### config.mk
export PLATFORM = sky130hd
export DESIGN_NAME = sidf_filter
export DESIGN_NICKNAME = d
export VERILOG_FILES = /design/src/rtl/sidf_pkg.sv /design/src/rtl/sidf_span_mask.sv /design/src/rtl/sidf_match.sv /design/src/rtl/sidf_filter.sv
export SDC_FILE = /design/constraint.sdc
export NUM_CORES = 1
export LEC_CHECK = 0
export BUFFER_PORTS_ARGS = -buffer_cell sky130_fd_sc_hd__buf_4
export CAP_MARGIN = 5
export CORE_MARGIN = 1.5
export CORE_UTILIZATION = 45
export CTS_CLUSTER_SIZE = 20
export DETAILED_ROUTE_END_ITERATION = 10
export GPL_ROUTABILITY_DRIVEN = 0
export PLACE_DENSITY = 0.65
export SYNTH_ARGS = -nofsm -noshare
export SYNTH_HDL_FRONTEND = slang
export SYNTH_HIERARCHICAL = 1
export SYNTH_SLANG_ARGS = --single-unit
### constraint.sdc
create_clock -name clk -period 2.4 [get_ports clk]
set_input_delay 0.36 -clock clk [delete_from_list [all_inputs] [get_ports clk]]
set_output_delay 0.36 -clock clk [all_outputs]
set_load 0.02 [all_outputs]
### src/rtl/sidf_pkg.sv
package sidf_pkg;

    typedef enum logic {
        MODE_EXACT = 1'b0,
        MODE_SPAN  = 1'b1
    } sidf_mode_e;

endpackage

### src/rtl/sidf_span_mask.sv
// Trailing-ones scan: a bit is a wildcard when every bit below it in the
// match value is one. This covers the lowest zero bit and all ones below it.
module sidf_span_mask #(
    parameter int SID_W = 32
) (
    input  logic [SID_W-1:0] match_i,
    output logic [SID_W-1:0] wild_o
);

    always_comb begin : p_scan
        logic run;
        run = 1'b1;
        for (int i = 0; i < SID_W; i++) begin
            wild_o[i] = run;
            run       = run & match_i[i];
        end
    end

endmodule

### src/rtl/sidf_match.sv
module sidf_match
    import sidf_pkg::*;
#(
    parameter int SID_W = 32
) (
    input  logic [SID_W-1:0] match_i,
    input  sidf_mode_e       mode_i,
    input  logic [SID_W-1:0] sid_i,
    output logic             hit_o
);

    logic [SID_W-1:0] wild;
    logic [SID_W-1:0] care;

    sidf_span_mask #(.SID_W(SID_W)) u_mask (
        .match_i (match_i),
        .wild_o  (wild)
    );

    always_comb begin
        care  = (mode_i == MODE_SPAN) ? ~wild : {SID_W{1'b1}};
        hit_o = (((match_i ^ sid_i) & care) == '0);
    end

endmodule

### src/rtl/sidf_filter.sv
module sidf_filter
    import sidf_pkg::*;
#(
    parameter int SID_W   = 32,
    parameter int NUM_CTR = 4,
    localparam int SEL_W  = (NUM_CTR > 1) ? $clog2(NUM_CTR) : 1
) (
    input  logic               clk,
    input  logic               rst_n,
    input  logic               cfg_we,
    input  logic [SEL_W-1:0]   cfg_sel,
    input  logic               cfg_filt_en,
    input  logic [SID_W-1:0]   cfg_match,
    input  logic               cfg_span,
    input  logic               evt_valid,
    input  logic [SID_W-1:0]   evt_sid,
    output logic [NUM_CTR-1:0] cnt_en
);

    typedef struct packed {
        logic [SID_W-1:0] match;
        sidf_mode_e       mode;
    } ctr_cfg_t;

    typedef struct packed {
        ctr_cfg_t [NUM_CTR-1:0] cfg;
        logic [NUM_CTR-1:0]     en;
    } state_t;

    localparam ctr_cfg_t CFG_PASS_ALL = '{match: {SID_W{1'b1}}, mode: MODE_SPAN};

    state_t             st_d, st_q;
    logic [NUM_CTR-1:0] hit;

    // Flattened views for the bound checker
    logic [NUM_CTR-1:0][SID_W-1:0] match_view;
    logic [NUM_CTR-1:0]            span_view;

    for (genvar k = 0; k < NUM_CTR; k++) begin : g_ctr
        sidf_match #(.SID_W(SID_W)) u_match (
            .match_i (st_q.cfg[k].match),
            .mode_i  (st_q.cfg[k].mode),
            .sid_i   (evt_sid),
            .hit_o   (hit[k])
        );
        assign match_view[k] = st_q.cfg[k].match;
        assign span_view[k]  = (st_q.cfg[k].mode == MODE_SPAN);
    end

    always_comb begin
        st_d = st_q;
        for (int k = 0; k < NUM_CTR; k++) begin
            if (cfg_we && (cfg_sel == SEL_W'(k))) begin
                if (cfg_filt_en) begin
                    st_d.cfg[k].match = cfg_match;
                    st_d.cfg[k].mode  = sidf_mode_e'(cfg_span);
                end else begin
                    st_d.cfg[k] = CFG_PASS_ALL;
                end
            end
        end
        st_d.en = evt_valid ? hit : '0;
    end

    always_ff @(posedge clk) begin
        if (!rst_n) begin
            for (int k = 0; k < NUM_CTR; k++) begin
                st_q.cfg[k] <= CFG_PASS_ALL;
            end
            st_q.en <= '0;
        end else begin
            st_q <= st_d;
        end
    end

    assign cnt_en = st_q.en;

endmodule

After elaboration in Yosys (flattened, before gate mapping)

Index checks and enable logic that the tools add are counted.

Register bits after elaboration: 136
Latch bits: 0
Memory bits (writable): 0
ROM bits: 0
Input port bits: 72
Output and inout bits: 4
Memories kept: 0

Add/subtract/negate cells: 0
$mul: 0
Divide/modulo/power cells: 0
Order comparisons: 0
Equal/unequal tests: 3
Shift operators: 0
Mux-type cells: 5
Bitwise operators: 132
Reduce and logical (&&, ||, !) cells: 10

Operator list:

| operator             | number |
|---|---|
| $and A32 B32 Y32     | 4 |
| $logic_not A32 Y1    | 4 |
| $mux W32             | 4 |
| $not A32 Y32         | 4 |
| $xor A32 B32 Y32     | 4 |
| $and A1 B1 Y1        | 120 |
| $mux W33             | 1 |
| $eq A2 B2 Y1 const B | 2 |
| $logic_and A1 B1 Y1  | 4 |
| $eq A2 B1 Y1 const B | 1 |
| $logic_not A2 Y1     | 1 |
| $reduce_and A2 Y1    | 1 |

Longest topological paths before layout

Gate-level depths: netlist (run 1).

Word-level depth: 34
Depth in mapped cells: 9
Depth with buffers taken out: 8

By module

Netlist (run 1), hierarchy kept.

Modules (own cells, without submodules):

| module         | instances | cells an instance | area an instance (µm²) | sequential area each (µm²) |
|---|---|---|---|---|
| sidf_filter    | 1         | 477               | 5388.9                 | 2722.6 |
| sidf_match     | 4         | 73                | 524.3                  | 0.0 |
| sidf_span_mask | 4         | 62                | 352.8                  | 0.0 |

Least setup slack after synthesis (run 1)

Ideal clock, no wire load.

Path kind: register -> register
Start: reg st_q, in the netlist match_view[11]
End: reg st_q, in the netlist cnt_en[0]
Library setup time: 60 ps
Data arrival time: 2159 ps
Slack: 181 ps
Cell stages (with the launch flop): 10
Clock period less this slack: 2219 ps
Cell sequence: dfxtp_1 nand3_2 or4_4 buf_6 nor4_2 nor2_1 nor4_1 nand4_1 nor3_2 and3_1

Longest elaborated chain between the ends: 24

Ends and longest elaborated chain:

| item                             | line                 | text |
|---|---|---|
| start, declared                  | sidf_filter.sv:32    | `state_t st_d, st_q;` |
| start signal, assigned           | sidf_filter.sv:72    | `st_q <= st_d;` |
| $and A1 B1 Y1 (*) (14 in series) | sidf_span_mask.sv:15 | `run = run & match_i[i];` |
| net g_ctr[0].u_match.wild[25]    | sidf_match.sv:12     | `logic [SID_W-1:0] wild;` |
| $and A1 B1 Y1 (6 in series)      | sidf_span_mask.sv:15 |  |
| $not A32 Y32 (*)                 | sidf_match.sv:21     | `care = (mode_i == MODE_SPAN) ? ~wild : {SID_W{1'b1}};` |
| $mux W32 (*)                     | sidf_match.sv:21     |  |
| $and A32 B32 Y32 (*)             | sidf_match.sv:22     | `hit_o = (((match_i ^ sid_i) & care) == '0);` |
| $logic_not A32 Y1 (*)            | sidf_match.sv:22     |  |
| net hit[0]                       | sidf_filter.sv:33    | `logic [NUM_CTR-1:0] hit;` |

Mark *: on every way through the listed nets, which the timed path passes. The rest lies on a longest branch.
A chain may end at the register's enable or synchronous reset.

Worst setup path in the final report (run 1)

Start: reg st_q, in the netlist match_view[73]
End: reg st_q, in the netlist cnt_en[2]

Longest elaborated chain between the ends: 26

Ends and longest elaborated chain:

| item                             | line |
|---|---|
| $and A1 B1 Y1 (*) (17 in series) | sidf_span_mask.sv:15 |
| net g_ctr[2].u_match.wild[26]    | sidf_match.sv:12 |
| $and A1 B1 Y1 (5 in series)      | sidf_span_mask.sv:15 |
| $not A32 Y32 (*)                 | sidf_match.sv:21 |
| $mux W32 (*)                     | sidf_match.sv:21 |
| $and A32 B32 Y32 (*)             | sidf_match.sv:22 |
| $logic_not A32 Y1 (*)            | sidf_match.sv:22 |
| net hit[2]                       | sidf_filter.sv:33 |

Marks and branches as above.

==> results of run 1 <==
[per-layer routing]
metal | routed length, um | share of wire (%)
met5 | 0 | 0
met2 | 13900 | 45
met1 | 12700 | 42
met3 | 3010 | 9.8
met4 | 1030 | 3.4
[final cells by class]
class                           instances  area, um^2  area share [%]
Tap cell                              265         332            3.06
Clock inverter                         13         169            1.56
Multi-Input combinational cell        804        5920            54.7
Clock buffer                           19         433            4.00
Inverter                               28         105           0.971
Timing Repair Buffer                  146        1130            10.5
Sequential cell                       136        2730            25.3
[registers in the layout, indices dropped and copies added (netlist names)]
register    flops
span_view       4
match_view    128
cnt_en          4
[placed cells by master, fill, tap and decap left out, types with 4 or more instances in the layout]
master,netlist,routed
and2_1,20,20
nor3_2,4,6
nor3_1,48,46
xnor2_1,124,124
conb_1,4,4
or4_4,4,7
nor2b_1,132,132
nor2_1,48,48
a41oi_1,4,4
clkbuf_16,0,17
or2_2,4,4
nand2_1,28,28
nand4_1,28,28
o22ai_1,36,36
and4_1,16,15
buf_4,13,143
nor4_1,20,18
mux2i_1,132,132
nor4_2,8,10
nand3_1,29,17
inv_1,28,28
dfxtp_1,136,128
xnor2_2,4,4
and3_1,24,24
dfxtp_2,0,8
and3b_1,33,33
clkinv_4,0,4
a21oi_1,40,40
nand3_2,4,15
[worst paths after layout]
path | startpoint | endpoint | slack, ns | depth (start not counted)
worst max-delay path | match_view[73]$_SDFFE_PN1P_ | cnt_en[2]$_SDFF_PN0_ | 0.05 | 8
worst min-delay path | evt_valid | cnt_en[0]$_SDFF_PN0_ | 0.22 | 2
worst max register to register | match_view[73]$_SDFFE_PN1P_ | cnt_en[2]$_SDFF_PN0_ | 0.05 | 8
worst min register to register | match_view[63]$_SDFFE_PN1P_ | match_view[63]$_SDFFE_PN1P_ | 0.54 | 2
[cell families after synthesis]
family	after synthesis	share of synthesized area, %
flops	136	30.6
compound gates	80	5.18
other cells	4	0.169
xor+xnor	128	12.9
buf+inv	80	4.68
simple gates	457	31.6
mux	132	14.9
[metrics by stage]
step	power (W)	hold WS, ns	setup slack, ns	area, um^2	TNS [ns]
6_report	0.00666	0.220	0.0540	10800	0
5_1_grt	0.00687	0.211	-0.233	10800	-0.244
4_1_cts	0.00654	0.202	0.0233	10700	0
3_5_place_dp	0.00385	0.529	0.0310	10000	0
3_3_place_gp	0.00385	0.519	0.133	10000	0
2_1_floorplan	0.00340	0.506	0.181	8900	0
[worst register-to-register path: cells and delay by family (launching register included)]
family / cells / cell delay [ns]
AO/OA/AOI/OAI: 1 / 0.12
AND/OR/NAND/NOR: 7 / 1.79
flip-flops: 1 / 0.38
[what timing repair did]
item	4_1_cts	5_1_grt
hold endpoints to repair	0	0
setup buffers	0	1
resized for setup	0	33
endpoints found under the setup margin	0	4
[power groups by stage]
stage | Combinational, W | Sequential, W | Clock, W
6_report | 0.00157 | 0.00236 | 0.00273
5_1_grt | 0.00166 | 0.00236 | 0.00284
2_1_floorplan | 0.00100 | 0.00240 | 0
3_3_place_gp | 0.00145 | 0.00241 | 0
3_5_place_dp | 0.00144 | 0.00241 | 0
4_1_cts | 0.00145 | 0.00236 | 0.00273
==> results.ini, run 1 <==
[timing]
rsz0062_at_grt = yes
maxSlewHeadroom_pct = 59.9
timing.final.setup_violations = 0
hold_viol_final = 0
max_freq_mhz = 426
tightestPinTransition_ns = 0.602
maxSlewViolCount = 0
finalCritPeriodShare_pct = 97.8
period_needed_ns = 2.35
fin_skew_ns = 0.00553

[logic_synthesis]
ys.warnings.count = 6
synth_flop_cell = dfxtp_1
synth_top_area_share_pct = 30.6
synth_seq_area_share_pct = 30.6
synth.area.top_cells = dfxtp_1 31%, mux2i_1 15%, xnor2_1 12%, nor2b_1 9.3%, and3b_1 3.2%
synth_most_common_cell = dfxtp_1
synth_largest_area_cell = dfxtp_1
synth_area_per_cell_um2 = 8.75
async_flop_share_pct = 0
syn_nets = 1089
synth_area_mm2 = 0.00890
syn_inst = 1017
synth_edf_count = 0
synth-seq-cells = 136
synthTopCellsByCount = 136 x dfxtp_1, 132 x mux2i_1, 132 x nor2b_1
synth_cell_types = 32

[critical_path]
cpLargestDelayFamily = simple AND/OR/NAND/NOR gates
crit_required_ns = 2.78
critPathArrivalTime_ns = 2.72
path_class = register to register
cp-start-kind = register
critPathMaxStageDelay_ns = 0.62
cp_max_fo = 6
cp-end-kind = register
critPathSlowestCell = or4_4
cp_num_buf_inv = 0
cp_cell_sequence = nand3_4, or4_4, nor4b_4, o22ai_1, nor4_1, nand3_1, nor3_2, and3_1

[die]
start_util_pct = 45.9
die_h_um = 144
ios = 76
die_w_um = 144
die_area_mm2 = 0.0206
std_cell_rows = 51
core_mm2 = 0.0194

[global_routing]
gr-usage-all-layers_pct = 29.8
grt_util_met1_pct = 39.1
grt-ovfl-total = 0
grtUsageMet3_pct = 5.80
busiest_layer = met2
grt_pass1_wl_um = 45200
antenna_found_initial = 0
grt_pass1_vias = 7803
grt_max_degree = 60
grtUsageMet2_pct = 48.6

[clock_network]
cts_tree = yes
clock-sinks = 136
cts.clk_slew.worst_paths_ns = 0.06
cts_made_buffers = 17
cts-hold-fix-buffers = 0
clockBufferDepth = 2
clk-insertion-delay-late_ns = 0.43
cts_root_buf = clkbuf_16
htree_levels = 4

[cells_and_area]
finalNonFillerCells = 1411
n_antenna_cell = 0
nets = 1205
final_util_pct = 55.8
layout-area-overhead-vs-synth_pct = 21.6
nFillCells = 1781
drive_above_1_share_pct = 20.7

[detailed_routing]
first_iter_violations = 1125
ant_nets = 0
drc = 0
num_vias = 8271
drt_pre_antenna_iters = 8
wl_um = 30700
wl_per_cell_um = 21.7
viasPerCell = 5.86

[hold_path]
hp-class = input pin to register

[placed_design]
dp_hpwl_um = 23400
portBuffers = 75
dp.cells = 1375

[pwr]
seq_power_share_pct = 35.5
p_leak_nw = 5.33
p_per_area_mw_per_mm2 = 615
switchingPower_w = 0.00200
ir_drop_mv = 0.498
power.internal_w = 0.00466
p_comb_share_pct = 23.6
sw_frac_of_total_pct = 30.0
p_clk_share_pct = 40.9

[outcome]
status = complete, no violations

[job]
cap_violations = 0

(Power assumes the default switching activity.)
==> run 2: changes to the inputs <==
BUFFER_PORTS_ARGS = -buffer_cell sky130_fd_sc_hd__buf_2   (was -buffer_cell sky130_fd_sc_hd__buf_4)
==> run 2 against run 1 <==
Net effect:
- the flow now finishes with violations (negative setup slack)
- fmax decreased by 3.8%
- non-clock buffer count decreased by 5
- global-route usage decreased by 0.44 points
- via count decreased by 0.48%
- critical path type unchanged
==> results.ini, run 2 (same netlist as run 1, synthesis figures left out) <==
[outcome]
status = finished with violations
violations = negative setup slack

[critical_path]
reg2reg_slack_ns = -0.04
cp_cell_sequence = nand3_2, or4_4, buf_4, nor3_1, a21oi_1, nor4_1, nand4_1, nor3_2, and3_1
cp_num_buf_inv = 1
critPathArrivalTime_ns = 2.82
cp-start-kind = register
critPathMaxStageDelay_ns = 0.61
crit_required_ns = 2.79
critPathSlowestCell = or4_4
reg2reg_depth = 9
cp-end-kind = register
path_class = register to register
r2r_start = match_view[116]$_SDFFE_PN1P_
cp_max_fo = 5
cpLargestDelayFamily = simple AND/OR/NAND/NOR gates
r2r_end = cnt_en[3]$_SDFF_PN0_

[die]
ios = 76
die_w_um = 144
core_mm2 = 0.0194
die_h_um = 144
die_area_mm2 = 0.0206
start_util_pct = 45.9
std_cell_rows = 51

[placed_design]
portBuffers = 75
preCtsSetupSlack_ns = 0.0440
dp_hpwl_um = 23000

[cells_and_area]
nFillCells = 1815
layout-area-overhead-vs-synth_pct = 19.0
nets = 1200
largest_register_ffs = 128
final_cell_mix = 132 x nor2b_1, 132 x mux2i_1, 124 x xnor2_1
final_util_pct = 54.6
n_antenna_cell = 0
drive_above_1_share_pct = 21.2

[pwr]
seq_power_share_pct = 36.2
p_leak_nw = 5.23
total_power_w = 0.00652
sw_frac_of_total_pct = 31.7
p_per_area_mw_per_mm2 = 616
power.internal_w = 0.00446
p_comb_share_pct = 23.7
p_clk_share_pct = 40.1
ir_drop_mv = 0.370
switchingPower_w = 0.00206

[clock_network]
htree_levels = 4
cts_root_buf = clkbuf_16
cts_made_buffers = 17
clock-sinks = 136
cts_tree = yes
clockBufferDepth = 2
cts.clk_slew.worst_paths_ns = 0.07
clk-insertion-delay-late_ns = 0.44
cts-hold-fix-buffers = 0

[global_routing]
grt_pass1_vias = 7597
gr-usage-all-layers_pct = 29.3
grt_pass1_wl_um = 44200
grt_max_degree = 69
antenna_found_initial = 0
grt-ovfl-total = 0

[detailed_routing]
ant_nets = 0
num_vias = 8231
first_iter_violations = 1264
wl_um = 30400
wl_per_cell_um = 21.6
viasPerCell = 5.85
drc = 0
drt_pre_antenna_iters = 7

[timing]
maxSlewHeadroom_pct = 60.5
finalCritPeriodShare_pct = 102
timing.final.setup_violations = 1
maxSlewViolCount = 0
hold_viol_final = 0
period_needed_ns = 2.44
fin_skew_ns = 0.0103
max_freq_mhz = 410
tightestPinTransition_ns = 0.593
worst_slack_ns = -0.0376

[hold_path]
hp-class = input pin to register
min_from = evt_valid
min_to = cnt_en[0]$_SDFF_PN0_
worstHoldPathCells = 2

[job]
cap_violations = 0

## run 2: cell types whose count changed in the layout (fill, tap and decap cells not counted), sizes merged
cell and change:
buf -5, bufinv -2, clkbuf -2, clkinv -3
clkinvlp +1, inv +6
## run 2: final cells by class
class                           instances  area (um^2)  share of cell area (%)
Clock buffer                           17          425                    4.02
Clock inverter                         15          158                    1.49
Inverter                               28          105                   0.992
Multi-Input combinational cell        804         5900                    55.7
Sequential cell                       136         2740                    25.9
Tap cell                              265          332                    3.13
Timing Repair Buffer                  141          923                    8.72
## run 2: metrics by stage
step	hold slack (ns)	setup TNS, ns	cell area, um^2	instances
floorplan	0.506	0	8900	1017
global placement	0.518	0	9790	1364
detailed placement	0.531	0	9790	1364
CTS	0.227	0	10400	1396
global route	0.246	-0.170	10600	1406
finish	0.250	-0.0376	10600	1406
## run 2: repair_timing
action,in CTS,in global routing
buffers inserted,0,7
setup endpoints to repair,0,4
resized for setup,0,40
## run 2: worst register-to-register path, stage by stage (launching register included)
cell,delay (ns)
dfxtp_4,0.37
nand3_2,0.13
or4_4,0.61
buf_4,0.17
nor3_1,0.18
a21oi_1,0.10
nor4_1,0.30
nand4_1,0.20
nor3_2,0.17
and3_1,0.15
## run 2: worst max path at each step
stage / cells past startpoint / slack [ns] / endpoint / startpoint
6_report: 9 / -0.04 / cnt_en[3]$_SDFF_PN0_ / match_view[116]$_SDFFE_PN1P_
3_5_place_dp: 8 / 0.04 / cnt_en[0]$_SDFF_PN0_ / match_view[13]$_SDFFE_PN1P_
4_1_cts: 8 / 0.04 / cnt_en[0]$_SDFF_PN0_ / match_view[13]$_SDFFE_PN1P_
5_1_grt: 9 / -0.13 / cnt_en[3]$_SDFF_PN0_ / match_view[105]$_SDFFE_PN1P_
3_3_place_gp: 8 / 0.14 / cnt_en[0]$_SDFF_PN0_ / match_view[13]$_SDFFE_PN1P_
2_1_floorplan: 9 / 0.18 / cnt_en[0]$_SDFF_PN0_ / match_view[11]$_SDFFE_PN1P_
## run 2: power by group through the flow
stage | Combinational, W | Sequential [W] | Clock, W
6_report | 0.00154 | 0.00236 | 0.00262
3_5_place_dp | 0.00140 | 0.00241 | 0
2_1_floorplan | 0.00100 | 0.00240 | 0
4_1_cts | 0.00141 | 0.00236 | 0.00264
5_1_grt | 0.00164 | 0.00237 | 0.00275
3_3_place_gp | 0.00140 | 0.00241 | 0
## run 2: per-layer routing
layer	wire, um	GRT usage, %	share of wire (%)	up-vias
li1	-	-	-	3796
met1	12600	39.2	41	3844
met2	13600	47.7	45	488
met3	2980	4.73	9.8	103
met4	1220	10.7	4.0	0
met5	0	0	0	-
==> run 3: changes to the inputs <==
CORE_UTILIZATION = 35   (was 45)
PLACE_DENSITY = 0.61   (was 0.65)
==> run 3 against run 2 <==
Net effect:
- cell area grew 0.19%
- the run now ends clean
- wire length rose by 0.45%
- fmax increased by 2.8%
- combinational power is 3% lower
- highest routed layer unchanged
- clock power is 7% higher
- critical endpoint is now cnt_en[2]$_SDFF_PN0_
- critical path depth down 1
- total power grew 2.2%
==> results.ini, run 3 (same netlist as run 1, synthesis figures left out) <==
[timing]
max_freq_mhz = 422
maxSlewHeadroom_pct = 57.5
fin_skew_ns = 0.0138
period_needed_ns = 2.37
hold_viol_final = 0
tightestPinTransition_ns = 0.638
timing.final.setup_violations = 0
hold_ws_ns = 0.270
maxSlewViolCount = 0
finalCritPeriodShare_pct = 98.8

[clock_network]
cts-hold-fix-buffers = 0
cts_made_buffers = 17
clock-sinks = 136
cts_tree = yes
cts.clk_slew.worst_paths_ns = 0.06
clk-insertion-delay-late_ns = 0.44
cts_root_buf = clkbuf_16
htree_levels = 4
clockBufferDepth = 2

[global_routing]
grt_pass1_wl_um = 46300
grt_max_degree = 67
gr-usage-all-layers_pct = 23.5
antenna_found_initial = 0
grt-ovfl-total = 0
grt_pass1_vias = 7922

[cells_and_area]
nets = 1201
drive_above_1_share_pct = 19.1
layout-area-overhead-vs-synth_pct = 19.3
final_cell_mix = 132 x nor2b_1, 132 x mux2i_1, 131 x dfxtp_1
largest_register_ffs = 128
final_area_mm2 = 0.0106
n_antenna_cell = 0

[critical_path]
critPathSlowestCell = or4_4
critPathArrivalTime_ns = 2.74
cp-end-kind = register
cp_cell_sequence = nand3_1, or4_4, nor3_1, a21oi_1, nor4_1, nand4_1, nor3_2, and3_1
reg2reg_slack_ns = 0.03
cp-start-kind = register
path_class = register to register
critPathMaxStageDelay_ns = 0.61
cp_max_fo = 9
crit_required_ns = 2.77

[die]
core_mm2 = 0.0250
die_h_um = 162
start_util_pct = 35.5
std_cell_rows = 58
die_w_um = 162
ios = 76
die_area_mm2 = 0.0264

[detailed_routing]
drc = 0
num_vias = 8090
wl_um = 30500
ant_nets = 0
wl_per_cell_um = 20.7
viasPerCell = 5.50
first_iter_violations = 637
drt_pre_antenna_iters = 6

[placed_design]
place_area_mm2 = 0.00993
portBuffers = 75
dp_hpwl_um = 23800

[outcome]
status = complete, no violations

[pwr]
ir_drop_mv = 0.522
p_per_area_mw_per_mm2 = 628
p_leak_nw = 5.18

[hold_path]
hp-class = input pin to register

[job]
cap_violations = 0

## run 3: changes by cell type in the layout (fill, tap and decap cells not counted), sizes merged
cell      previous run  this run
buf                141       145
clkbuf              17        18
bufinv               1         3
clkinv               3         1
inv                 37        35
or4                  7         4
clkinvlp             2         3
## run 3: worst max-delay path, delay by kind of cell (launching register included)
family          cells  cell delay, ns
flops               1            0.39
compound gates      1            0.10
simple gates        7            1.83
## run 3: cell type report
cell class / count / area [um^2]
flip-flops and latches: 136 / 2730
inverters: 28 / 105
multi-input cells: 801 / 5790
repair buffers: 145 / 945
clock inverters: 14 / 185
clock buffers: 18 / 439
well taps: 330 / 413
fillers: 2465 / 14400
## run 3: metrics by stage
| stage | util, % | worst slack (ns) | total power, W | TNS [ns] | instances |
|---|---|---|---|---|---|
| finish | 42.4 | 0.0286 | 0.00666 | 0 | 1472 |
| global route | 42.4 | -0.0784 | 0.00692 | -0.0784 | 1472 |
| CTS | 42.2 | 0.0634 | 0.00663 | 0 | 1470 |
| detailed placement | 39.7 | 0.0614 | 0.00383 | 0 | 1438 |
| global placement | 39.7 | 0.109 | 0.00384 | 0 | 1438 |
| floorplan | - | 0.181 | 0.00340 | 0 | 1017 |
## run 3: where the power goes
| group | internal, W | total, W | switching, W |
|---|---|---|---|
| Clock | 0.00169 | 0.00281 | 0.00112 |
| Sequential | 0.00230 | 0.00236 | 0.0000534 |
| Combinational | 0.000667 | 0.00149 | 0.000826 |
| Total | 0.00466 | 0.00666 | 0.00200 |
## run 3: worst paths after layout
path                                      end                   startpoint  cells after the start
setup / recovery         cnt_en[2]$_SDFF_PN0_  match_view[84]$_SDFFE_PN1P_                      8
hold reg to reg   match_view[16]$_SDFFE_PN1P_  match_view[16]$_SDFFE_PN1P_                      2
setup reg to reg         cnt_en[2]$_SDFF_PN0_  match_view[84]$_SDFFE_PN1P_                      8
hold / removal           cnt_en[3]$_SDFF_PN0_                    evt_valid                      2
## run 3: repair_timing
item                       in CTS  in global routing
buffers inserted                0                  2
gates resized for setup         0                 13
setup endpoints to repair       0                  4
## run 3: per-layer routing
metal,vias up,share of wire (%),routed length [um],GRT usage [%]
li1,3804,-,-,-
met1,3812,42,12900,30.3
met2,397,45,13800,38.3
met3,77,9.3,2840,5.60
met4,0,3.0,906,8.30
met5,-,0,0,0
